==> src/rtl/acmd_pkg.sv <==
package acmd_pkg;

    typedef enum logic [2:0] {
        ERR_NONE       = 3'd0,
        ERR_BUSY       = 3'd1,
        ERR_UNSUP      = 3'd2,
        ERR_EXCEPT     = 3'd3,
        ERR_HALTRESUME = 3'd4
    } acmd_err_e;

    typedef struct packed {
        logic [7:0]  kind;
        logic        pad_a;
        logic [2:0]  size;
        logic        pad_b;
        logic        postexec;
        logic        transfer;
        logic        write;
        logic [15:0] regno;
    } acmd_cmd_t;

    localparam logic [2:0]  SIZE_WORD = 3'd2;
    localparam logic [15:0] GPR_FIRST = 16'h1000;
    localparam logic [15:0] GPR_LAST  = 16'h101F;

    // word indices on the register port
    localparam int W_DATA0   = 0;
    localparam int W_STATUS  = 1;
    localparam int W_CMD     = 2;
    localparam int W_AUTO    = 3;
    localparam int W_PB_BASE = 4;

    localparam int AUTO_PB_LSB   = 16;
    localparam int STAT_BUSY_BIT = 8;

    function automatic logic cmd_rejected(acmd_cmd_t c);
        logic bad;
        bad = (c.kind != 8'd0);
        // size and regno only matter when a transfer is requested
        if (c.transfer) begin
            if (c.size != SIZE_WORD) bad = 1'b1;
            if (c.regno < GPR_FIRST || c.regno > GPR_LAST) bad = 1'b1;
        end
        return bad;
    endfunction

endpackage

==> src/rtl/acmd_hart_pick.sv <==
module acmd_hart_pick #(
    parameter int NUM_HARTS = 4,
    parameter int IDX_W     = 2
) (
    input  logic [NUM_HARTS-1:0] vec,
    input  logic [IDX_W-1:0]     idx,
    output logic                 bit_o
);
    always_comb begin
        bit_o = 1'b0;
        for (int g = 0; g < NUM_HARTS; g++) begin
            if (idx == IDX_W'(g)) bit_o = vec[g];
        end
    end
endmodule

==> src/rtl/acmd_regif.sv <==
module acmd_regif
    import acmd_pkg::*;
#(
    parameter int ADDR_W   = 8,
    parameter int PB_WORDS = 2
) (
    input  logic                clk,
    input  logic                rst,
    input  logic                psel,
    input  logic                penable,
    input  logic                pwrite,
    input  logic [ADDR_W-1:0]   paddr,
    input  logic [31:0]         pwdata,
    input  logic                busy,
    input  logic [2:0]          cmderr,
    input  logic [31:0]         cmd_q,
    input  logic                exec_data_we,
    input  logic [31:0]         exec_data_wdata,
    output logic [31:0]         prdata,
    output logic [31:0]         data0,
    output logic                acc_data0,
    output logic                wr_status,
    output logic                wr_cmd,
    output logic                wr_auto,
    output logic [PB_WORDS-1:0] acc_pb,
    output logic                auto_data0,
    output logic [PB_WORDS-1:0] auto_pb
);
    localparam int IDX_W = ADDR_W - 2;

    logic [IDX_W-1:0]    idx;
    logic                acc;
    logic                sel_data0, sel_status, sel_cmd, sel_auto;
    logic [PB_WORDS-1:0] sel_pb;
    logic                unused_addr;

    assign idx         = paddr[ADDR_W-1:2];
    assign unused_addr = ^paddr[1:0];
    assign acc         = psel & penable;

    assign sel_data0  = (idx == IDX_W'(W_DATA0));
    assign sel_status = (idx == IDX_W'(W_STATUS));
    assign sel_cmd    = (idx == IDX_W'(W_CMD));
    assign sel_auto   = (idx == IDX_W'(W_AUTO));

    for (genvar g = 0; g < PB_WORDS; g++) begin : g_pb
        assign sel_pb[g] = (idx == IDX_W'(W_PB_BASE + g));
        assign acc_pb[g] = acc & sel_pb[g];
    end

    assign acc_data0 = acc & sel_data0;
    assign wr_status = acc & pwrite & sel_status;
    assign wr_cmd    = acc & pwrite & sel_cmd;
    assign wr_auto   = acc & pwrite & sel_auto;

    always_ff @(posedge clk) begin
        if (rst) begin
            data0      <= '0;
            auto_data0 <= 1'b0;
            auto_pb    <= '0;
        end else begin
            if (exec_data_we)
                data0 <= exec_data_wdata;
            else if (acc_data0 && pwrite && !busy)
                data0 <= pwdata;
            if (wr_auto && !busy) begin
                auto_data0 <= pwdata[0];
                auto_pb    <= pwdata[AUTO_PB_LSB +: PB_WORDS];
            end
        end
    end

    always_comb begin
        prdata = '0;
        if (sel_data0) begin
            prdata = data0;
        end else if (sel_status) begin
            prdata[2:0]           = cmderr;
            prdata[STAT_BUSY_BIT] = busy;
        end else if (sel_cmd) begin
            prdata = cmd_q;
        end else if (sel_auto) begin
            prdata[0]                        = auto_data0;
            prdata[AUTO_PB_LSB +: PB_WORDS]  = auto_pb;
        end
    end
endmodule

==> src/rtl/acmd_fsm.sv <==
module acmd_fsm
    import acmd_pkg::*;
#(
    parameter int PB_WORDS = 2,
    parameter int HART_W   = 2
) (
    input  logic                clk,
    input  logic                rst,
    input  logic [31:0]         pwdata,
    input  logic                acc_data0,
    input  logic                wr_status,
    input  logic                wr_cmd,
    input  logic                wr_auto,
    input  logic [PB_WORDS-1:0] acc_pb,
    input  logic                auto_data0,
    input  logic [PB_WORDS-1:0] auto_pb,
    input  logic [HART_W-1:0]   hartsel,
    input  logic                sel_halted,
    input  logic                sel_done,
    input  logic                sel_except,
    output logic                busy,
    output logic [2:0]          cmderr,
    output logic [31:0]         cmd_q,
    output logic [HART_W-1:0]   hart_q,
    output logic                start_q
);
    acmd_cmd_t cand;
    acmd_err_e new_err;
    logic      auto_hit, launch_req, fin, go, busy_hit;
    logic [2:0] err_kept;

    always_comb begin
        auto_hit   = (acc_data0 & auto_data0) | (|(acc_pb & auto_pb));
        launch_req = !busy && (wr_cmd || auto_hit);
        cand       = wr_cmd ? acmd_cmd_t'(pwdata) : acmd_cmd_t'(cmd_q);
        fin        = busy && !start_q && (sel_done || sel_except);
        busy_hit   = busy && (acc_data0 || wr_cmd || wr_auto || (|acc_pb));
        new_err    = ERR_NONE;
        go         = 1'b0;
        if (busy_hit)
            new_err = ERR_BUSY;
        else if (fin && sel_except)
            new_err = ERR_EXCEPT;
        else if (launch_req && cmderr == 3'd0) begin
            if (cmd_rejected(cand))
                new_err = ERR_UNSUP;
            else if (!sel_halted)
                new_err = ERR_HALTRESUME;
            else
                go = 1'b1;
        end
        err_kept = wr_status ? (cmderr & ~pwdata[2:0]) : cmderr;
    end

    always_ff @(posedge clk) begin
        if (rst) begin
            busy    <= 1'b0;
            cmderr  <= 3'd0;
            cmd_q   <= '0;
            hart_q  <= '0;
            start_q <= 1'b0;
        end else begin
            start_q <= go;
            if (go) begin
                busy   <= 1'b1;
                hart_q <= hartsel;
            end else if (fin) begin
                busy <= 1'b0;
            end
            if (wr_cmd && !busy)
                cmd_q <= pwdata;
            if (err_kept == 3'd0 && new_err != ERR_NONE)
                cmderr <= new_err;
            else
                cmderr <= err_kept;
        end
    end
endmodule

==> src/rtl/abstract_cmd_ctrl.sv <==
module abstract_cmd_ctrl
    import acmd_pkg::*;
#(
    parameter int NUM_HARTS = 4,
    parameter int PB_WORDS  = 2,
    parameter int ADDR_W    = 8,
    localparam int HART_W   = (NUM_HARTS > 1) ? $clog2(NUM_HARTS) : 1
) (
    input  logic                 clk,
    input  logic                 rst,
    input  logic [HART_W-1:0]    hartsel,
    input  logic                 psel,
    input  logic                 penable,
    input  logic                 pwrite,
    input  logic [ADDR_W-1:0]    paddr,
    input  logic [31:0]          pwdata,
    output logic [31:0]          prdata,
    input  logic [NUM_HARTS-1:0] hart_halted,
    input  logic [NUM_HARTS-1:0] exec_done,
    input  logic [NUM_HARTS-1:0] exec_except,
    input  logic                 exec_data_we,
    input  logic [31:0]          exec_data_wdata,
    output logic [NUM_HARTS-1:0] exec_start,
    output logic [31:0]          exec_cmd,
    output logic [31:0]          exec_data0
);
    logic                busy, start_q;
    logic [2:0]          cmderr;
    logic [31:0]         cmd_q;
    logic [HART_W-1:0]   hart_q;
    logic                acc_data0, wr_status, wr_cmd, wr_auto, auto_data0;
    logic [PB_WORDS-1:0] acc_pb, auto_pb;
    logic                sel_halted, sel_done, sel_except;

    acmd_regif #(.ADDR_W(ADDR_W), .PB_WORDS(PB_WORDS)) u_regif (
        .clk(clk), .rst(rst), .psel(psel), .penable(penable), .pwrite(pwrite),
        .paddr(paddr), .pwdata(pwdata), .busy(busy), .cmderr(cmderr), .cmd_q(cmd_q),
        .exec_data_we(exec_data_we), .exec_data_wdata(exec_data_wdata),
        .prdata(prdata), .data0(exec_data0), .acc_data0(acc_data0),
        .wr_status(wr_status), .wr_cmd(wr_cmd), .wr_auto(wr_auto), .acc_pb(acc_pb),
        .auto_data0(auto_data0), .auto_pb(auto_pb)
    );

    acmd_hart_pick #(.NUM_HARTS(NUM_HARTS), .IDX_W(HART_W)) u_pick_halt (
        .vec(hart_halted), .idx(hartsel), .bit_o(sel_halted)
    );
    acmd_hart_pick #(.NUM_HARTS(NUM_HARTS), .IDX_W(HART_W)) u_pick_done (
        .vec(exec_done), .idx(hart_q), .bit_o(sel_done)
    );
    acmd_hart_pick #(.NUM_HARTS(NUM_HARTS), .IDX_W(HART_W)) u_pick_exc (
        .vec(exec_except), .idx(hart_q), .bit_o(sel_except)
    );

    acmd_fsm #(.PB_WORDS(PB_WORDS), .HART_W(HART_W)) u_fsm (
        .clk(clk), .rst(rst), .pwdata(pwdata), .acc_data0(acc_data0),
        .wr_status(wr_status), .wr_cmd(wr_cmd), .wr_auto(wr_auto), .acc_pb(acc_pb),
        .auto_data0(auto_data0), .auto_pb(auto_pb), .hartsel(hartsel),
        .sel_halted(sel_halted), .sel_done(sel_done), .sel_except(sel_except),
        .busy(busy), .cmderr(cmderr), .cmd_q(cmd_q), .hart_q(hart_q), .start_q(start_q)
    );

    for (genvar g = 0; g < NUM_HARTS; g++) begin : g_start
        assign exec_start[g] = start_q && (hart_q == HART_W'(g));
    end

    assign exec_cmd = cmd_q;
endmodule

==> config.mk <==
export PLATFORM = sky130hd
export DESIGN_NAME = abstract_cmd_ctrl
export DESIGN_NICKNAME = d
export VERILOG_FILES = /design/src/rtl/acmd_pkg.sv /design/src/rtl/acmd_hart_pick.sv /design/src/rtl/acmd_regif.sv /design/src/rtl/acmd_fsm.sv /design/src/rtl/abstract_cmd_ctrl.sv
export SDC_FILE = /design/constraint.sdc
export NUM_CORES = 1
export LEC_CHECK = 0
export BUFFER_PORTS_ARGS = -buffer_cell sky130_fd_sc_hd__clkbuf_2
export CAP_MARGIN = 10
export CELL_PAD_IN_SITES_DETAIL_PLACEMENT = 0
export CELL_PAD_IN_SITES_GLOBAL_PLACEMENT = 1
export CORE_ASPECT_RATIO = 0.9
export CORE_UTILIZATION = 33
export CTS_BUF_LIST = sky130_fd_sc_hd__clkbuf_4 sky130_fd_sc_hd__clkbuf_8 sky130_fd_sc_hd__clkbuf_16
export DETAILED_ROUTE_END_ITERATION = 10
export HOLD_SLACK_MARGIN = 0.15
export PLACE_DENSITY = 0.8
export SYNTH_ARGS = -nofsm -noshare
export SYNTH_HDL_FRONTEND = slang
export SYNTH_SLANG_ARGS = --single-unit
==> constraint.sdc <==
create_clock -name clk -period 2 [get_ports clk]
set_input_delay 0 -clock clk [delete_from_list [all_inputs] [get_ports clk]]
set_output_delay 0 -clock clk [all_outputs]
set_load 0.01 [all_outputs]
==> impl_metrics.env, run 1 <==
export IMPL_finClkSkew_ns=0.0116
export IMPL_cts_root_buf="clkbuf_16"
export IMPL_synth_area_per_cell_um2=8.35
export IMPL_die_width_um=117
export IMPL_cts_max_level=3
export IMPL_yosysMostFrequentCell="nand2_1"
export IMPL_rsz0062_at_grt="false"
export IMPL_netSwitchingFraction_pct=23.4
export IMPL_initial_core_util_pct=34.1
export IMPL_synth_distinct_cells=43
export IMPL_internal_power_uw=2890
export IMPL_syn_to_final_growth_pct=56.1
export IMPL_track_usage_pct=21.5
export IMPL_stdcell_area_um2=6140
export IMPL_dp_slack_ns=0.101
export IMPL_wire_per_inst_um=14.9
export IMPL_finalCriticalPeriod_ns=1.87
export IMPL_yosys_warnings=0
export IMPL_timing_hold_violations_final=0
export IMPL_synthCells=471
export IMPL_chipHeight_um=106
export IMPL_maxSlewHeadroom_pct=66.9
export IMPL_hold_path_class="primary input to flop"
export IMPL_first_iter_violations=216
export IMPL_final_util_pct=53.3
export IMPL_power_frac_comb_pct=12.9
export IMPL_grt_pass1_wl_mm=20.7
export IMPL_worst_pin_slew_ns=0.489
export IMPL_grt_overflow=0
export IMPL_synthFlopType="dfxtp_1"
export IMPL_rows=37
export IMPL_core_area_um2=11500
export IMPL_ys_seq_elements=74
export IMPL_yosysTopAreaCellShare_pct=37.7
export IMPL_synth_common_cells="nand2_1 (96), dfxtp_1 (74), mux2i_1 (44)"
export IMPL_route_vias_total=4381
export IMPL_seqPwrFrac_pct=40.9
export IMPL_fmax_ghz=0.535
export IMPL_crit_arrival_ns=2.07
export IMPL_ff2ff_path_depth=7
export IMPL_cts_tree="done"
export IMPL_synthesis_nets=563
export IMPL_clock_path_buffers=2
export IMPL_critPathKind="flop to flop"
export IMPL_power_density_nw_per_um2=614
export IMPL_hpwl_mm=9.34
export IMPL_synth_edf_count=0
export IMPL_syn_area_um2=3930
export IMPL_cp_start_kind="flop"
export IMPL_place_congestion=0.806
export IMPL_total_power_uw=3770
export IMPL_startpoint="u_fsm.busy$_SDFFE_PP0P_"
export IMPL_first_pass_iters=4
export IMPL_yosys_area_top_type="dfxtp_1"
export IMPL_portBuffers=189
export IMPL_tns_ns=0
export IMPL_endpoint_kind="flop"
export IMPL_grt_pass1_vias=4268
export IMPL_timing_rr_start="u_fsm.busy$_SDFFE_PP0P_"
export IMPL_num_nets_final=820
export IMPL_numCtsBuffers=9
export IMPL_layout_setup_ws_ns=0.132
export IMPL_endpoint="u_regif.data0[1]$_SDFFE_PP0P_"
export IMPL_drc=0
export IMPL_rrSetupSlack_ns=0.13
export IMPL_io_pins=192
export IMPL_leakage_uw=0.00288
export IMPL_cp_required_ns=2.20
export IMPL_die_area_um2=12400
export IMPL_n_antenna_cell=0
export IMPL_cp_max_fo=3
export IMPL_async_reset_ff_share_pct=0
export IMPL_drv_cap=0
export IMPL_cts_sinks=74
export IMPL_status="completed"
export IMPL_ir_worst_vdd_mv=0.449
export IMPL_timing_final_crit_share_pct=93.4
export IMPL_clock_latency_ns=0.33
export IMPL_grt_max_degree=35
export IMPL_ys_seq_area_share_pct=37.7
export IMPL_finalWirelength_mm=13.3
export IMPL_antenna_left=0
export IMPL_p_sw_uw=883
export IMPL_p_clk_share_pct=46.2
export IMPL_drive_gt1_share_pct=33.4
export IMPL_antenna_found_initial=0
export IMPL_report_final_slew_viol_count=0
export IMPL_r2r_end="u_regif.data0[1]$_SDFFE_PP0P_"
export IMPL_synth_area_top_cells="dfxtp_1 (38%), mux2i_1 (11%), nand2_1 (9.2%)"
export IMPL_placed_area_um2=5080
export IMPL_setup_viol=0
export IMPL_path_clk_slew_ns=0.07
export IMPL_avgViaCountPerCell=4.93
## layer usage
metal | routed length (um) | GRT usage (%) | up-vias
met3 | 889 | 4.14 | 8
met1 | 5970 | 26.7 | 2021
li1 | - | - | 2174
met2 | 6270 | 37.1 | 178
met4 | 147 | 6.69 | 0
met5 | 0 | 0 | -
## how the worst min path moves through the flow
| stage | startpoint | endpoint | slack (ns) | cells after the start |
|---|---|---|---|---|
| after detailed placement | exec_data_wdata[5] | u_regif.data0[5]$_SDFFE_PP0P_ | 0.24 | 3 |
| final | exec_data_we | u_regif.data0[5]$_SDFFE_PP0P_ | 0.23 | 3 |
| after global routing | exec_done[2] | u_fsm.busy$_SDFFE_PP0P_ | 0.26 | 4 |
| after global placement | exec_data_wdata[4] | u_regif.data0[4]$_SDFFE_PP0P_ | 0.24 | 3 |
| after CTS | hart_halted[0] | u_fsm.cmderr[2]$_SDFF_PP0_ | 0.15 | 3 |
| after floorplan | pwdata[0] | u_fsm.cmd_q[0]$_SDFFE_PP0P_ | 0.14 | 2 |
## cells by family (layout without fill, tap and decap cells)
| group | count (synthesis) | count (layout) | synth area share, % |
|---|---|---|---|
| multiplexers | 53 | 53 | 14.6 |
| AO/OA/AOI/OAI | 111 | 111 | 18.6 |
| buffers and inverters | 41 | 303 | 4.87 |
| AND/OR/NAND/NOR | 192 | 192 | 24.2 |
| flip-flops | 74 | 74 | 37.7 |
## what timing repair did
| item | in CTS | in global routing |
|---|---|---|
| hold buffers | 68 | 2 |
| setup buffers | 0 | 2 |
| endpoints found under the setup margin | 0 | 5 |
| endpoints found under the hold margin | 74 | 1 |
| resized for setup | 0 | 4 |
## sequential cells by signal, summed over array words and instances, names as in the netlist
signal	flops
u_fsm.cmderr	3
u_regif.auto_data0	1
u_regif.data0	32
u_fsm.start_q	1
u_fsm.hart_q	2
u_fsm.cmd_q	32
u_fsm.busy	1
u_regif.auto_pb	2
## layout make-up
class	count	area, um^2
clock buffer	10	233
fill	1075	5390
timing repair buffer	279	1830
tap	156	195
clock inverter	6	88.8
sequential	74	1480
multi-input combinational	356	2290
inverter	8	30.0
## layout by cell type, fill, tap and decap left out, drive strengths merged, types with 8 or more instances in the layout
cell,synthesis,layout
inv,8,9
clkbuf,16,199
buf,17,20
o21ai,31,31
dlygate4sd3,0,70
a22o,26,26
dfxtp,74,74
a21oi,36,36
nand2,96,96
mux2i,44,44
nor2,26,26
nor2b,28,28
nor4,8,8
## power groups by stage
stage               sequential, uW  clock, uW  combinational [uW]
global placement              1570          0                 370
detailed placement            1570          0                 374
CTS                           1540       1780                 480
floorplan                     1580          0                 162
global route                  1540       1840                 533
finish                        1540       1740                 487
## worst max-delay path, stage by stage, from the launching register on
cell           delay (ns)
dfxtp_1              0.37
inv_1                0.07
nand4_1              0.10
buf_6                0.12
mux2_2               0.32
mux2i_1              0.13
nor2_1               0.06
dlygate4sd3_1        0.57
## metrics by stage
stage / cells / hold slack (ns)
6_report: 889 / 0.233
5_1_grt: 889 / 0.262
4_1_cts: 885 / 0.150
3_5_place_dp: 801 / 0.244
3_3_place_gp: 801 / 0.236
2_1_floorplan: 471 / 0.136
Note: power is estimated with default switching activity, not from simulation.
==> run 2: changes to the inputs <==
--- a/config.mk
+++ b/config.mk
@@ -10,11 +10,11 @@
 export CELL_PAD_IN_SITES_DETAIL_PLACEMENT = 0
 export CELL_PAD_IN_SITES_GLOBAL_PLACEMENT = 1
 export CORE_ASPECT_RATIO = 0.9
-export CORE_UTILIZATION = 33
+export CORE_UTILIZATION = 35
 export CTS_BUF_LIST = sky130_fd_sc_hd__clkbuf_4 sky130_fd_sc_hd__clkbuf_8 sky130_fd_sc_hd__clkbuf_16
 export DETAILED_ROUTE_END_ITERATION = 10
 export HOLD_SLACK_MARGIN = 0.15
-export PLACE_DENSITY = 0.8
+export PLACE_DENSITY = 0.85
 export SYNTH_ARGS = -nofsm -noshare
 export SYNTH_HDL_FRONTEND = slang
 export SYNTH_SLANG_ARGS = --single-unit
==> constraint.sdc (replaced) <==
create_clock -name clk -period 2.34 [get_ports clk]
set_input_delay 0 -clock clk [delete_from_list [all_inputs] [get_ports clk]]
set_output_delay 0 -clock clk [all_outputs]
set_load 0.01 [all_outputs]
==> run 2 against run 1 <==
Against the previous run: via count fell by 0.14%; utilization rose by 2.3 points; hold slack improved by 0.00082 ns; critical endpoint unchanged; largest power group unchanged.
==> impl_metrics.env, run 2 (synthesized netlist as in run 1, its figures left out) <==
export IMPL_critPathKind="flop to flop"
export IMPL_leakage_uw=0.00285
export IMPL_endpoint="u_regif.data0[1]$_SDFFE_PP0P_"
export IMPL_power_frac_comb_pct=13.5
export IMPL_io_pins=192
export IMPL_clock_path_buffers=2
export IMPL_grt_pass1_vias=4109
export IMPL_setup_viol=0
export IMPL_timing_final_crit_share_pct=95.0
export IMPL_final_cell_mix="clkbuf_2 (189), nand2_1 (96), dfxtp_1 (73), dlygate4sd3_1 (71), mux2i_1 (44)"
export IMPL_cts_root_buf="clkbuf_16"
export IMPL_track_usage_pct=22.4
export IMPL_rrSetupSlack_ns=0.12
export IMPL_cp_max_fo=16
export IMPL_syn_to_final_growth_pct=54.1
export IMPL_rows=36
export IMPL_internal_power_uw=2360
export IMPL_grt_overflow=0
export IMPL_cts_max_level=3
export IMPL_fmax_ghz=0.450
export IMPL_avgViaCountPerCell=4.98
export IMPL_status="completed"
export IMPL_r2r_end="u_regif.data0[1]$_SDFFE_PP0P_"
export IMPL_first_pass_iters=4
export IMPL_report_final_slew_viol_count=0
export IMPL_n_antenna_cell=0
export IMPL_antenna_found_initial=0
export IMPL_dp_slack_ns=0.400
export IMPL_startpoint="u_fsm.busy$_SDFFE_PP0P_"
export IMPL_maxSlewHeadroom_pct=23.8
export IMPL_layout_setup_ws_ns=0.116
export IMPL_finalCriticalPeriod_ns=2.22
export IMPL_drc=0
export IMPL_worst_pin_slew_ns=1.14
export IMPL_die_area_um2=11700
export IMPL_grt_max_degree=59
export IMPL_path_clk_slew_ns=0.06
export IMPL_tns_ns=0
export IMPL_cts_sinks=74
export IMPL_initial_core_util_pct=36.1
export IMPL_ir_worst_vdd_mv=0.281
export IMPL_route_vias_total=4375
export IMPL_finClkSkew_ns=0.00577
export IMPL_rsz0062_at_grt="false"
export IMPL_wire_per_inst_um=15.1
export IMPL_p_sw_uw=749
export IMPL_cp_start_kind="flop"
export IMPL_min_from="exec_done[2]"
export IMPL_finalWirelength_mm=13.3
export IMPL_numCtsBuffers=9
export IMPL_core_area_um2=10900
export IMPL_num_nets_final=814
export IMPL_seqPwrFrac_pct=42.4
export IMPL_die_width_um=114
export IMPL_crit_arrival_ns=2.41
export IMPL_antenna_left=0
export IMPL_cp_required_ns=2.53
export IMPL_top_regs="u_fsm.cmd_q x32, u_regif.data0 x32, u_fsm.cmderr x3"
export IMPL_grt_pass1_wl_mm=20.6
export IMPL_first_iter_violations=278
export IMPL_portBuffers=189
export IMPL_p_clk_share_pct=44.1
export IMPL_drive_gt1_share_pct=32.5
export IMPL_timing_hold_violations_final=0
export IMPL_final_common_cell="clkbuf_2"
export IMPL_clock_latency_ns=0.32
export IMPL_chipHeight_um=103
export IMPL_place_congestion=0.842
export IMPL_endpoint_kind="flop"
export IMPL_timing_rr_start="u_fsm.busy$_SDFFE_PP0P_"
export IMPL_ff2ff_path_depth=8
export IMPL_hpwl_mm=9.20
export IMPL_netSwitchingFraction_pct=24.1
export IMPL_cts_tree="done"
export IMPL_drv_cap=0
export IMPL_power_density_nw_per_um2=513
export IMPL_hold_path_class="primary input to flop"
-- run 2: cell types whose count changed in the layout (fill, tap and decap cells not counted), sizes merged --
cell         delta
bufinv          -1
clkinvlp        -1
buf             -7
dlygate4sd3     +1
clkinv          +2
-- run 2: worst min-delay path by stage --
stage / end / slack (ns) / depth (start not counted)
finish: u_fsm.busy$_SDFFE_PP0P_ / 0.23 / 4
CTS: u_fsm.busy$_SDFFE_PP0P_ / 0.24 / 4
floorplan: u_fsm.cmd_q[0]$_SDFFE_PP0P_ / 0.14 / 2
global route: u_fsm.busy$_SDFFE_PP0P_ / 0.25 / 4
detailed placement: u_regif.data0[6]$_SDFFE_PP0P_ / 0.25 / 3
global placement: u_regif.data0[1]$_SDFFE_PP0P_ / 0.23 / 3
-- run 2: area by class of cell --
cell class / count / area, um^2
fillers: 1002 / 4840
flip-flops and latches: 74 / 1480
clock buffers: 10 / 233
inverters: 8 / 30.0
multi-input cells: 356 / 2270
clock inverters: 6 / 65.1
repair buffers: 273 / 1790
well taps: 152 / 190
-- run 2: metrics by stage --
| stage | power [uW] | instances | hold WS, ns | util [%] | cell area, um^2 |
|---|---|---|---|---|---|
| detailed placement | 1660 | 791 | 0.247 | 46.1 | 5020 |
| CTS | 3140 | 878 | 0.241 | 55.3 | 6030 |
| floorplan | 1490 | 471 | 0.136 | - | 3930 |
| global route | 3240 | 879 | 0.252 | 55.6 | 6060 |
| finish | 3110 | 879 | 0.234 | 55.6 | 6060 |
| global placement | 1650 | 791 | 0.234 | 46.1 | 5020 |
-- run 2: worst max-delay path: stages (launching register included) --
cell and delay [ns]:
dfxtp_2 0.40, inv_1 0.13, nand4_1 0.11, buf_4 0.15, buf_12 0.17, mux2_2 0.34
mux2i_1 0.14, dlygate4sd3_1 0.59, nor2_1 0.04
-- run 2: power groups by stage --
stage	logic (uW)	clock network [uW]	registers, uW
2_1_floorplan	139	0	1350
3_3_place_gp	312	0	1340
3_5_place_dp	318	0	1340
4_1_cts	415	1410	1320
5_1_grt	455	1460	1320
6_report	418	1370	1320
-- run 2: timing repair --
action	CTS	global route
hold buffers	71	0
buffers inserted	0	1
hold endpoints to repair	71	0
resized for setup	0	7
setup endpoints to repair	0	3
-- run 2: metal layers --
metal	wire [um]	track usage, %
met2	6390	39.1
met3	690	3.47
met5	0	0
met1	6140	29.2
met4	68	5.36
